## config.mk

```make
export PLATFORM = sky130hd
export DESIGN_NAME = ilv_target_sel
export DESIGN_NICKNAME = d
export VERILOG_FILES = /design/src/rtl/ilv_pkg.sv /design/src/rtl/ilv_dec_regs.sv /design/src/rtl/ilv_dec_match.sv /design/src/rtl/ilv_target_sel.sv
export SDC_FILE = /design/constraint.sdc
export NUM_CORES = 2
export LEC_CHECK = 0
export ABC_AREA = 1
export BUFFER_PORTS_ARGS = -buffer_cell sky130_fd_sc_hd__buf_2
export CORE_MARGIN = 2
export CORE_UTILIZATION = 40
export DETAILED_ROUTE_END_ITERATION = 8
export GPL_TIMING_DRIVEN = 0
export HOLD_SLACK_MARGIN = 0.05
export SYNTH_ARGS = -nofsm -noshare
export SYNTH_HDL_FRONTEND = slang
export SYNTH_HIERARCHICAL = 1
export SYNTH_SLANG_ARGS = --single-unit
```

## constraint.sdc

```tcl
create_clock -name clk_i -period 5.3 [get_ports clk_i]
set_clock_uncertainty 0.2 [all_clocks]
set_input_delay 0.53 -clock clk_i [delete_from_list [all_inputs] [get_ports clk_i]]
set_output_delay 0.53 -clock clk_i [all_outputs]
set_load 0.005 [all_outputs]
```

## src/rtl/ilv_pkg.sv

```systemverilog
package ilv_pkg;
  localparam int unsigned ADDR_W  = 64;
  localparam int unsigned PORT_W  = 8;
  localparam int unsigned TBL_N   = 8;
  localparam int unsigned IG_MAX  = 6;
  localparam int unsigned IW_MAX  = 3;
  localparam int unsigned GRAN_SH = 28;

  // word offsets inside a decoder block
  localparam logic [4:0] OFF_BASE_LO = 5'h00;
  localparam logic [4:0] OFF_BASE_HI = 5'h04;
  localparam logic [4:0] OFF_SIZE_LO = 5'h08;
  localparam logic [4:0] OFF_SIZE_HI = 5'h0C;
  localparam logic [4:0] OFF_CTRL    = 5'h10;
  localparam logic [4:0] OFF_TBL_LO  = 5'h14;
  localparam logic [4:0] OFF_TBL_HI  = 5'h18;

  localparam int unsigned B_COMMIT    = 9;
  localparam int unsigned B_COMMITTED = 10;
  localparam int unsigned B_ERR       = 11;

  typedef struct packed {
    logic [ADDR_W-1:0]       base;
    logic [ADDR_W-1:0]       size;
    logic [3:0]              ig;
    logic [3:0]              iw;
    logic                    commit;
    logic                    committed;
    logic                    err;
    logic [TBL_N*PORT_W-1:0] tbl;
  } dec_cfg_t;
endpackage

```

## src/rtl/ilv_dec_regs.sv

```systemverilog
module ilv_dec_regs
  import ilv_pkg::*;
(
  input  logic        clk_i,
  input  logic        rst_ni,
  input  logic        we_i,
  input  logic [4:0]  off_i,
  input  logic [31:0] wdata_i,
  output dec_cfg_t    cfg_o,
  output logic [31:0] rdata_o
);
  localparam int unsigned HI_W = ADDR_W - 32;

  logic [31:GRAN_SH] base_lo_q, size_lo_q;
  logic [HI_W-1:0]   base_hi_q, size_hi_q;
  logic [3:0]        ig_q, iw_q;
  logic              commit_q, committed_q, err_q;
  logic [31:0]       tbl_lo_q, tbl_hi_q;
  logic              ctrl_we, enc_ok;

  assign ctrl_we = we_i && (off_i == OFF_CTRL);
  assign enc_ok  = (wdata_i[3:0] <= 4'(IG_MAX)) && (wdata_i[7:4] <= 4'(IW_MAX));

  always_ff @(posedge clk_i or negedge rst_ni) begin
    if (!rst_ni) begin
      base_lo_q <= '0; base_hi_q <= '0;
      size_lo_q <= '0; size_hi_q <= '0;
      ig_q <= '0; iw_q <= '0;
      commit_q <= 1'b0; committed_q <= 1'b0; err_q <= 1'b0;
      tbl_lo_q <= '0; tbl_hi_q <= '0;
    end else if (we_i) begin
      unique case (off_i)
        OFF_BASE_LO: base_lo_q <= wdata_i[31:GRAN_SH];
        OFF_BASE_HI: base_hi_q <= wdata_i[HI_W-1:0];
        OFF_SIZE_LO: size_lo_q <= wdata_i[31:GRAN_SH];
        OFF_SIZE_HI: size_hi_q <= wdata_i[HI_W-1:0];
        OFF_CTRL: begin
          ig_q     <= wdata_i[3:0];
          iw_q     <= wdata_i[7:4];
          commit_q <= wdata_i[B_COMMIT];
          // COMMITTED is never written directly
          committed_q <= wdata_i[B_COMMIT] && enc_ok;
          err_q       <= wdata_i[B_COMMIT] && !enc_ok;
        end
        OFF_TBL_LO: tbl_lo_q <= wdata_i;
        OFF_TBL_HI: tbl_hi_q <= wdata_i;
        default: ;
      endcase
    end
  end

  always_comb begin
    cfg_o.base      = {base_hi_q, base_lo_q, {GRAN_SH{1'b0}}};
    cfg_o.size      = {size_hi_q, size_lo_q, {GRAN_SH{1'b0}}};
    cfg_o.ig        = ig_q;
    cfg_o.iw        = iw_q;
    cfg_o.commit    = commit_q;
    cfg_o.committed = committed_q;
    cfg_o.err       = err_q;
    cfg_o.tbl       = {tbl_hi_q, tbl_lo_q};
  end

  always_comb begin
    unique case (off_i)
      OFF_BASE_LO: rdata_o = {base_lo_q, {GRAN_SH{1'b0}}};
      OFF_BASE_HI: rdata_o = base_hi_q;
      OFF_SIZE_LO: rdata_o = {size_lo_q, {GRAN_SH{1'b0}}};
      OFF_SIZE_HI: rdata_o = size_hi_q;
      OFF_CTRL:    rdata_o = {20'b0, err_q, committed_q, commit_q, 1'b0, iw_q, ig_q};
      OFF_TBL_LO:  rdata_o = tbl_lo_q;
      OFF_TBL_HI:  rdata_o = tbl_hi_q;
      default:     rdata_o = '0;
    endcase
  end

  p_commit_only_by_write_r10: assert property (@(posedge clk_i) disable iff (!rst_ni)
    $rose(committed_q) |-> $past(ctrl_we && wdata_i[B_COMMIT]));
  p_commit_ok_r9: assert property (@(posedge clk_i) disable iff (!rst_ni)
    (ctrl_we && wdata_i[B_COMMIT] && enc_ok) |=> (committed_q && !err_q));
  p_uncommit_r9: assert property (@(posedge clk_i) disable iff (!rst_ni)
    (ctrl_we && !wdata_i[B_COMMIT]) |=> (!committed_q && !err_q));
  p_bad_enc_r11: assert property (@(posedge clk_i) disable iff (!rst_ni)
    (ctrl_we && wdata_i[B_COMMIT] && !enc_ok) |=> (!committed_q && err_q));
endmodule

```

## src/rtl/ilv_dec_match.sv

```systemverilog
module ilv_dec_match
  import ilv_pkg::*;
(
  input  dec_cfg_t          cfg_i,
  input  logic [ADDR_W-1:0] addr_i,
  output logic              claim_o,
  output logic [PORT_W-1:0] port_o
);
  localparam int unsigned IDX_W = $clog2(TBL_N);

  logic [ADDR_W-1:0] offs, shifted;
  logic [IDX_W-1:0]  idx, mask;

  assign offs    = addr_i - cfg_i.base;
  assign claim_o = (addr_i >= cfg_i.base) && (offs < cfg_i.size);

  // granule = 256 << IG; index = granule number mod 2^IW
  assign shifted = addr_i >> (5'd8 + 5'(cfg_i.ig));
  assign mask    = IDX_W'((TBL_N - 1) >> (IW_MAX - ((cfg_i.iw > 4'(IW_MAX)) ? IW_MAX : int'(cfg_i.iw))));
  assign idx     = shifted[IDX_W-1:0] & mask;
  assign port_o  = cfg_i.tbl[idx*PORT_W +: PORT_W];
endmodule

```

## src/rtl/ilv_target_sel.sv

```systemverilog
module ilv_target_sel
  import ilv_pkg::*;
#(
  parameter int unsigned NUM_DEC = 4,
  parameter int unsigned REG_AW  = 8
) (
  input  logic        clk_i,
  input  logic        rst_ni,
  input  logic        reg_we_i,
  input  logic [REG_AW-1:0] reg_addr_i,
  input  logic [31:0] reg_wdata_i,
  output logic [31:0] reg_rdata_o,
  input  logic        req_valid_i,
  input  logic [63:0] req_addr_i,
  output logic        rsp_valid_o,
  output logic        rsp_hit_o,
  output logic [7:0]  rsp_port_o
);
  localparam int unsigned CNT_W    = $clog2(NUM_DEC + 1);
  localparam int unsigned DEC_BASE = 'h10;
  localparam int unsigned STRIDE   = 'h20;
  localparam int unsigned SEL_W    = REG_AW - 5;

  logic [CNT_W-1:0]  cnt_q;
  dec_cfg_t          cfg   [NUM_DEC];
  logic [31:0]       rdata [NUM_DEC];
  logic [NUM_DEC-1:0] claim;
  logic [PORT_W-1:0] port  [NUM_DEC];
  logic [REG_AW-1:0] rel;
  logic [SEL_W-1:0]  dsel;
  logic              in_dec;

  assign in_dec = reg_addr_i >= REG_AW'(DEC_BASE);
  assign rel    = reg_addr_i - REG_AW'(DEC_BASE);
  assign dsel   = rel[REG_AW-1:5];

  always_ff @(posedge clk_i or negedge rst_ni) begin
    if (!rst_ni) cnt_q <= CNT_W'(NUM_DEC);
    else if (reg_we_i && reg_addr_i == '0) cnt_q <= reg_wdata_i[CNT_W-1:0];
  end

  for (genvar g = 0; g < NUM_DEC; g++) begin : g_dec
    logic hit_sel;
    assign hit_sel = in_dec && (dsel == SEL_W'(g));
    ilv_dec_regs u_regs (
      .clk_i   (clk_i),
      .rst_ni  (rst_ni),
      .we_i    (reg_we_i && hit_sel),
      .off_i   (rel[4:0]),
      .wdata_i (reg_wdata_i),
      .cfg_o   (cfg[g]),
      .rdata_o (rdata[g])
    );
    ilv_dec_match u_match (
      .cfg_i   (cfg[g]),
      .addr_i  (req_addr_i),
      .claim_o (claim[g]),
      .port_o  (port[g])
    );
  end

  always_comb begin
    reg_rdata_o = '0;
    if (reg_addr_i == '0) reg_rdata_o = 32'(cnt_q);
    for (int i = 0; i < NUM_DEC; i++)
      if (in_dec && dsel == SEL_W'(i)) reg_rdata_o = rdata[i];
  end

  // first claiming decoder in index order decides
  logic              pick_hit;
  logic [PORT_W-1:0] pick_port;
  always_comb begin
    logic found;
    found     = 1'b0;
    pick_hit  = 1'b0;
    pick_port = '0;
    for (int i = 0; i < NUM_DEC; i++) begin
      if (!found && (CNT_W'(i) < cnt_q) && claim[i]) begin
        found     = 1'b1;
        pick_hit  = cfg[i].committed;
        pick_port = cfg[i].committed ? port[i] : '0;
      end
    end
  end

  always_ff @(posedge clk_i or negedge rst_ni) begin
    if (!rst_ni) begin
      rsp_valid_o <= 1'b0;
      rsp_hit_o   <= 1'b0;
      rsp_port_o  <= '0;
    end else begin
      rsp_valid_o <= req_valid_i;
      rsp_hit_o   <= req_valid_i && pick_hit;
      rsp_port_o  <= req_valid_i ? pick_port : '0;
    end
  end

  p_rsp_follows_req_r12: assert property (@(posedge clk_i) disable iff (!rst_ni)
    req_valid_i |=> rsp_valid_o);
  p_no_spurious_rsp_r12: assert property (@(posedge clk_i) disable iff (!rst_ni)
    !req_valid_i |=> !rsp_valid_o);
  p_hit_in_rsp_r12: assert property (@(posedge clk_i) disable iff (!rst_ni)
    rsp_hit_o |-> rsp_valid_o);
endmodule

```

After elaboration in Yosys (flattened, before gate mapping)

Cells that the tools add are included.

$lt $le $gt $ge: 19
Mux-type cells: 29
Shift-type cells: 12
Add/sub/neg operators: 13
Eq/ne operators: 9
Reduce and logical (&&, ||, !) cells: 59
Bitwise logic cells: 4

Operators by type and width:

| operator                                                                    | count |
|---|---|
| 32-bit one-hot mux with 7 select lines                                      | 4 |
| 64-bit >= comparator                                                        | 4 |
| 64-bit less-than comparator                                                 | 4 |
| 64-bit by 7-bit variable part select with 8-bit output                      | 4 |
| 64-bit by 5-bit right shift with 3-bit output                               | 4 |
| 64-bit subtractor                                                           | 4 |
| 32-bit two-way mux                                                          | 4 |
| 3-bit by 32-bit right shift with 3-bit output, first input constant         | 4 |
| 2-bit by 32-bit subtractor with 32-bit output, first input constant         | 4 |
| 8-bit two-way mux                                                           | 9 |
| 2-bit AND reduction                                                         | 28 |
| 1-bit logical AND                                                           | 24 |
| 4-bit by 4-bit adder with 5-bit output, first input constant                | 4 |
| 4-bit by 2-bit > comparator with 1-bit output, second input constant        | 4 |
| 4-bit two-way mux                                                           | 4 |
| 5-bit == test, second input constant                                        | 3 |
| 3-bit bitwise AND                                                           | 4 |
| 5-bit by 4-bit == test with 1-bit output, second input constant             | 2 |
| 8-bit by 5-bit >= comparator with 1-bit output, second input constant       | 1 |
| 8-bit zero test                                                             | 1 |
| 8-bit by 5-bit subtractor with 8-bit output, second input constant          | 1 |
| 1-bit two-way mux                                                           | 7 |
| 3-bit by 2-bit == test with 1-bit output, second input constant             | 2 |
| 1-bit by 3-bit less-than comparator with 1-bit output, first input constant | 2 |
| other kinds (9)                                                             | 13 |

Input port bits: 108
Bits in registers: 601
Word-level logic and storage cells: 193
Output and inout port bits: 42

Depth between registers and ports, before layout

Word-level depth: 18
Gate-level depth with buffers: 36

Modules after synthesis

Netlist, hierarchy kept.

By module, submodules not included:

| module                                | cells an instance | times used | area an instance (um^2) |
|---|---|---|---|
| ilv_dec_regs                          | 870               | 4          | 7424.6 |
| ilv_dec_match at g_dec[0].u_match ... | 1665              | 2          | 8406.8 |
| ilv_dec_match at g_dec[1].u_match     | 1674              | 1          | 8458.1 |
| ilv_dec_match at g_dec[3].u_match     | 1658              | 1          | 8398.1 |
| ilv_target_sel                        | 374               | 1          | 2128.3 |

Worst setup path before layout

No wires, ideal clock.

Path type: input to register
Start point: input port req_addr_i[2]
End point: register rsp_port_o[7]
Cell stages on the path: 31
Path slack: 1454 ps
Library setup time: 113 ps
Arrival: 3533 ps
Required time: 4987 ps
Cell sequence: ha_1 > nand2_1 > o21ai_1 > nand2_1 > nand2_1 > nand2_1 > nand2_1 > nand2_1 > nand2_1 > nand2_1 > nand4_1 > nand2_1 > ha_1 > a21oi_1 > o21ai_0 > nand2_1 > o211ai_1 > nand2_1 > nand2_1 > nor2_1 > nand2_1 > nor2_1 > inv_1 > nand3_4 > nand2_2 > inv_2 > nand3b_2 > nand2_1 > nor2_1 > nand2_1 > inv_1

Cells in the longest elaborated chain, start to end: 18

RTL lines:

| what                           | RTL line             | text |
|---|---|---|
| start, declared                | ilv_target_sel.sv:14 | `input logic [63:0] req_addr_i,` |
| 64-bit subtractor              | ilv_dec_match.sv:14  | `assign offs = addr_i - cfg_i.base;` |
| 64-bit less-than comparator    | ilv_dec_match.sv:15  | `assign claim_o = (addr_i >= cfg_i.base) && (offs < cfg_i.size);` |
| 1-bit logical AND (*)          | ilv_dec_match.sv:15  |  |
| named net claim[0]             | ilv_target_sel.sv:27 | `logic [NUM_DEC-1:0] claim;` |
| 1-bit logical AND (*)          | ilv_target_sel.sv:78 | `if (!found && (CNT_W'(i) < cnt_q) && claim[i]) begin` |
| 1-bit two-way mux              | ilv_target_sel.sv:78 |  |
| 1-bit zero test                | ilv_target_sel.sv:78 |  |
| 1-bit logical AND (2 in a row) | ilv_target_sel.sv:78 |  |
| 1-bit two-way mux              | ilv_target_sel.sv:78 |  |
| 1-bit zero test                | ilv_target_sel.sv:78 |  |
| 1-bit logical AND (2 in a row) | ilv_target_sel.sv:78 |  |
| 1-bit two-way mux              | ilv_target_sel.sv:78 |  |
| 1-bit zero test                | ilv_target_sel.sv:78 |  |
| 1-bit logical AND (2 in a row) | ilv_target_sel.sv:78 |  |
| 8-bit two-way mux (*)          | ilv_target_sel.sv:78 |  |
| 8-bit two-way mux (*)          | ilv_target_sel.sv:94 | `rsp_port_o <= req_valid_i ? pick_port : '0;` |
| end signal, assigned           | ilv_target_sel.sv:94 |  |
| end, declared                  | ilv_target_sel.sv:17 | `output logic [7:0] rsp_port_o` |

The timed path passes the listed nets; every way through them passes the cells marked *.
A chain may end at the register's enable or synchronous reset.

Worst setup path in the final report

Start point: register g_dec[1].u_regs.base_hi_q[19]
End point: register rsp_hit_o

Cells in the longest elaborated chain, start to end: 14

RTL lines:

| what                           | RTL line             | text |
|---|---|---|
| start, declared                | ilv_dec_regs.sv:15   | `logic [HI_W-1:0] base_hi_q, size_hi_q;` |
| start signal, assigned         | ilv_dec_regs.sv:34   | `OFF_BASE_HI: base_hi_q <= wdata_i[HI_W-1:0];` |
| 64-bit subtractor              | ilv_dec_match.sv:14  |  |
| 64-bit less-than comparator    | ilv_dec_match.sv:15  |  |
| 1-bit logical AND (*)          | ilv_dec_match.sv:15  |  |
| named net claim[1]             | ilv_target_sel.sv:27 |  |
| 1-bit logical AND (*)          | ilv_target_sel.sv:78 |  |
| 1-bit two-way mux              | ilv_target_sel.sv:78 |  |
| 1-bit zero test                | ilv_target_sel.sv:78 |  |
| 1-bit logical AND (2 in a row) | ilv_target_sel.sv:78 |  |
| 1-bit two-way mux              | ilv_target_sel.sv:78 |  |
| 1-bit zero test                | ilv_target_sel.sv:78 |  |
| 1-bit logical AND (2 in a row) | ilv_target_sel.sv:78 |  |
| 1-bit two-way mux (*)          | ilv_target_sel.sv:78 |  |
| 1-bit logical AND (*)          | ilv_target_sel.sv:93 | `rsp_hit_o <= req_valid_i && pick_hit;` |
| end signal, assigned           | ilv_target_sel.sv:93 |  |
| end, declared                  | ilv_target_sel.sv:16 | `output logic rsp_hit_o,` |

Marks and branches as above.

==> flow_summary.ini <==
[clocking]
htree_levels = 2
clk_pin_slew_ps = 70
cts-root-buf = clkbuf_16
cts_tree = done
clock_latency_ps = 690
numCtsBuffers = 59
clockBufferDepth = 3
cts_sinks = 601

[routing]
antenna_left = 0
wl_met1_mm = 144
post_drt_wl_per_cell_um = 24.2
highest_layer = met5
drt_wl_total_mm = 319
dr.pass1.iters = 7
route.met2.wl_mm = 123
vias = 71000
drt-initial-drc-count = 8821
met3_length_mm = 32.7
vias_per_cell = 5.39
drc = 0

[finish]
drive_above_1_share_pct = 11.3
final_cell_mix = nand2_1 (3329), inv_1 (1799), nor2_1 (891)
multi_input_area_sq_mm = 0.0409
fin_nets = 11600
n_fill_cell = 17700
final_util_pct = 44.7
syn_to_final_growth_pct = 11.1
final_common_cell = nand2_1
regArea_sq_mm = 0.0151

[power_and_ir_drop]
p_per_area_mw_per_mm2 = 216
p_leak_uw = 0.0364
p_total_uw = 15700
peakVddDrop_mv = 0.285

[grt]
grt_pass1_vias = 64100
grt_overflow = 0
antenna_found_initial = 6
grt_usage_pct = 36.8
grt_pass1_wl_mm = 447
grt_max_degree = 122

[status]
status = complete, no violations

[placed_design]
port_buffers = 149
hpwl_mm = 268
routabilityCongestion = 1.05

[setup_path]
crit_chain = inv_1 > ha_1 > nand2_1 > nor3_2 > nand2_1 > nor3_1 > nand2_1 > nand3_1 > nand2_1 > ha_1 > nand4_1 > inv_1 > a22oi_1 > nand3_1 > nor2_1 > nand2_1 > nor2_4 > nand3_4 > nand2_4 > inv_2 > nand2_4 > nand2_1 > nor2_1 > nor2_1
critical-path-max-stage-delay_ps = 530
endpoint_kind = flip-flop
cp.required_ps = 5650
crit_arrival_ps = 5430
cpMostUsedCell = nand2_1
critPathKind = reg -> reg
cp-start-kind = flip-flop
crit_fanout = 10
reg2regPathDepth = 24
slowest_stage = dfrtp_1

[timing]
fin_crit_ps = 5080
fmax_mhz = 197
period_share_pct = 95.9
timing.hold.ws_ps = 92.8
setup_viol = 0
worst_pin_slew_ps = 1150
drv_slew = 0
hold_violations = 0
relSlewSlack_pct = 22.7

[hold_path]
min_path_type = in -> reg
worstHoldPathCells = 3

[synth]
avgSynthCellArea_sq_um = 6.23
syn_inst = 10500
netlist_area_sq_mm = 0.0654
ys.warnings.count = 6

[floorplanning]
fp-row-count = 148
initial_core_util_pct = 40.2
die_w_um = 408
die_height_um = 408
coreArea_sq_mm = 0.163
dieArea_sq_mm = 0.167
num_io_pins = 150

[job]
cap_violations = 0
[registers in the layout, summed over array words and instances, names as in the netlist]
register	count
cnt_q	3
g_dec.u_regs/base_hi_q	128
g_dec.u_regs/base_lo_q	16
g_dec.u_regs/commit_q	4
g_dec.u_regs/committed_q	4
g_dec.u_regs/err_q	4
g_dec.u_regs/ig_q	16
g_dec.u_regs/iw_q	16
g_dec.u_regs/size_hi_q	128
g_dec.u_regs/size_lo_q	16
g_dec.u_regs/tbl_hi_q	128
g_dec.u_regs/tbl_lo_q	128
rsp_hit_o	1
rsp_port_o	8
rsp_valid_o	1
[per-stage QoR]
step	worst slack [ps]	std cells	cell area, sq um	TNS [ps]
after floorplan	1450	10700	66300	0
after global placement	-9500	13100	69700	-5589540
after detailed placement	-1400	13100	69900	-11990
after CTS	6.72	13200	72100	0
after global routing	-12.4	13200	72700	-24.0
final	220	13200	72700	0
[path summary, 6_finish.rpt]
| check | from | to | slack [ps] |
|---|---|---|---|
| max reg2reg | g_dec[1].u_regs/base_hi_q[19] | rsp_hit_o | 220 |
| min reg2reg | g_dec[0].u_regs/err_q | g_dec[0].u_regs/err_q | 290 |
| max | g_dec[1].u_regs/base_hi_q[19] | rsp_hit_o | 220 |
| min in group asynchronous | rst_ni | g_dec[0].u_regs/tbl_hi_q[8] | 200 |
| min | reg_we_i | cnt_q[2] | 90 |
| max in group asynchronous | rst_ni | g_dec[3].u_regs/base_hi_q[21] | 2130 |
[what timing repair did]
action | CTS | global route
cloned | 0 | 0
hold buffers | 2 | 0
hold endpoints to repair | 80 | 0
gates resized for setup | 20 | 159
endpoints found under the setup margin | 9 | 9
pin swaps | 1 | 8
buffers inserted | 1 | 5
[report_power, final]
| group | switching (uW) | internal, uW | total (uW) |
|---|---|---|---|
| Clock | 2040 | 2600 | 4630 |
| Sequential | 358 | 4850 | 5200 |
| Combinational | 4000 | 1850 | 5840 |
| Total | 6390 | 9290 | 15700 |
[per-layer routing]
metal | vias to the layer above | GRT usage (%)
li1 | 33800 | -
met1 | 33200 | 53.9
met2 | 3510 | 50.5
met3 | 499 | 7.63
met4 | 2 | 18.1
met5 | - | 0
[worst max-delay path: cells and delay by family (launching register included)]
kind	cells	cell delay (ps)
simple gates	18	3050
fa+ha+maj	2	720
buf+inv	3	260
flops	1	530
compound gates	1	190
[cell type report]
type / instances / area share (%)
antenna: 5 / 0.0172
buffer: 519 / 5.44
clock buffer: 81 / 2.30
clock inverter: 28 / 0.535
inverter: 1841 / 9.62
multi-input combinational: 7767 / 56.2
sequential: 601 / 20.7
tap: 2175 / 3.74
timing repair buffer: 162 / 1.39
Note: power is estimated with default switching activity, not from simulation.
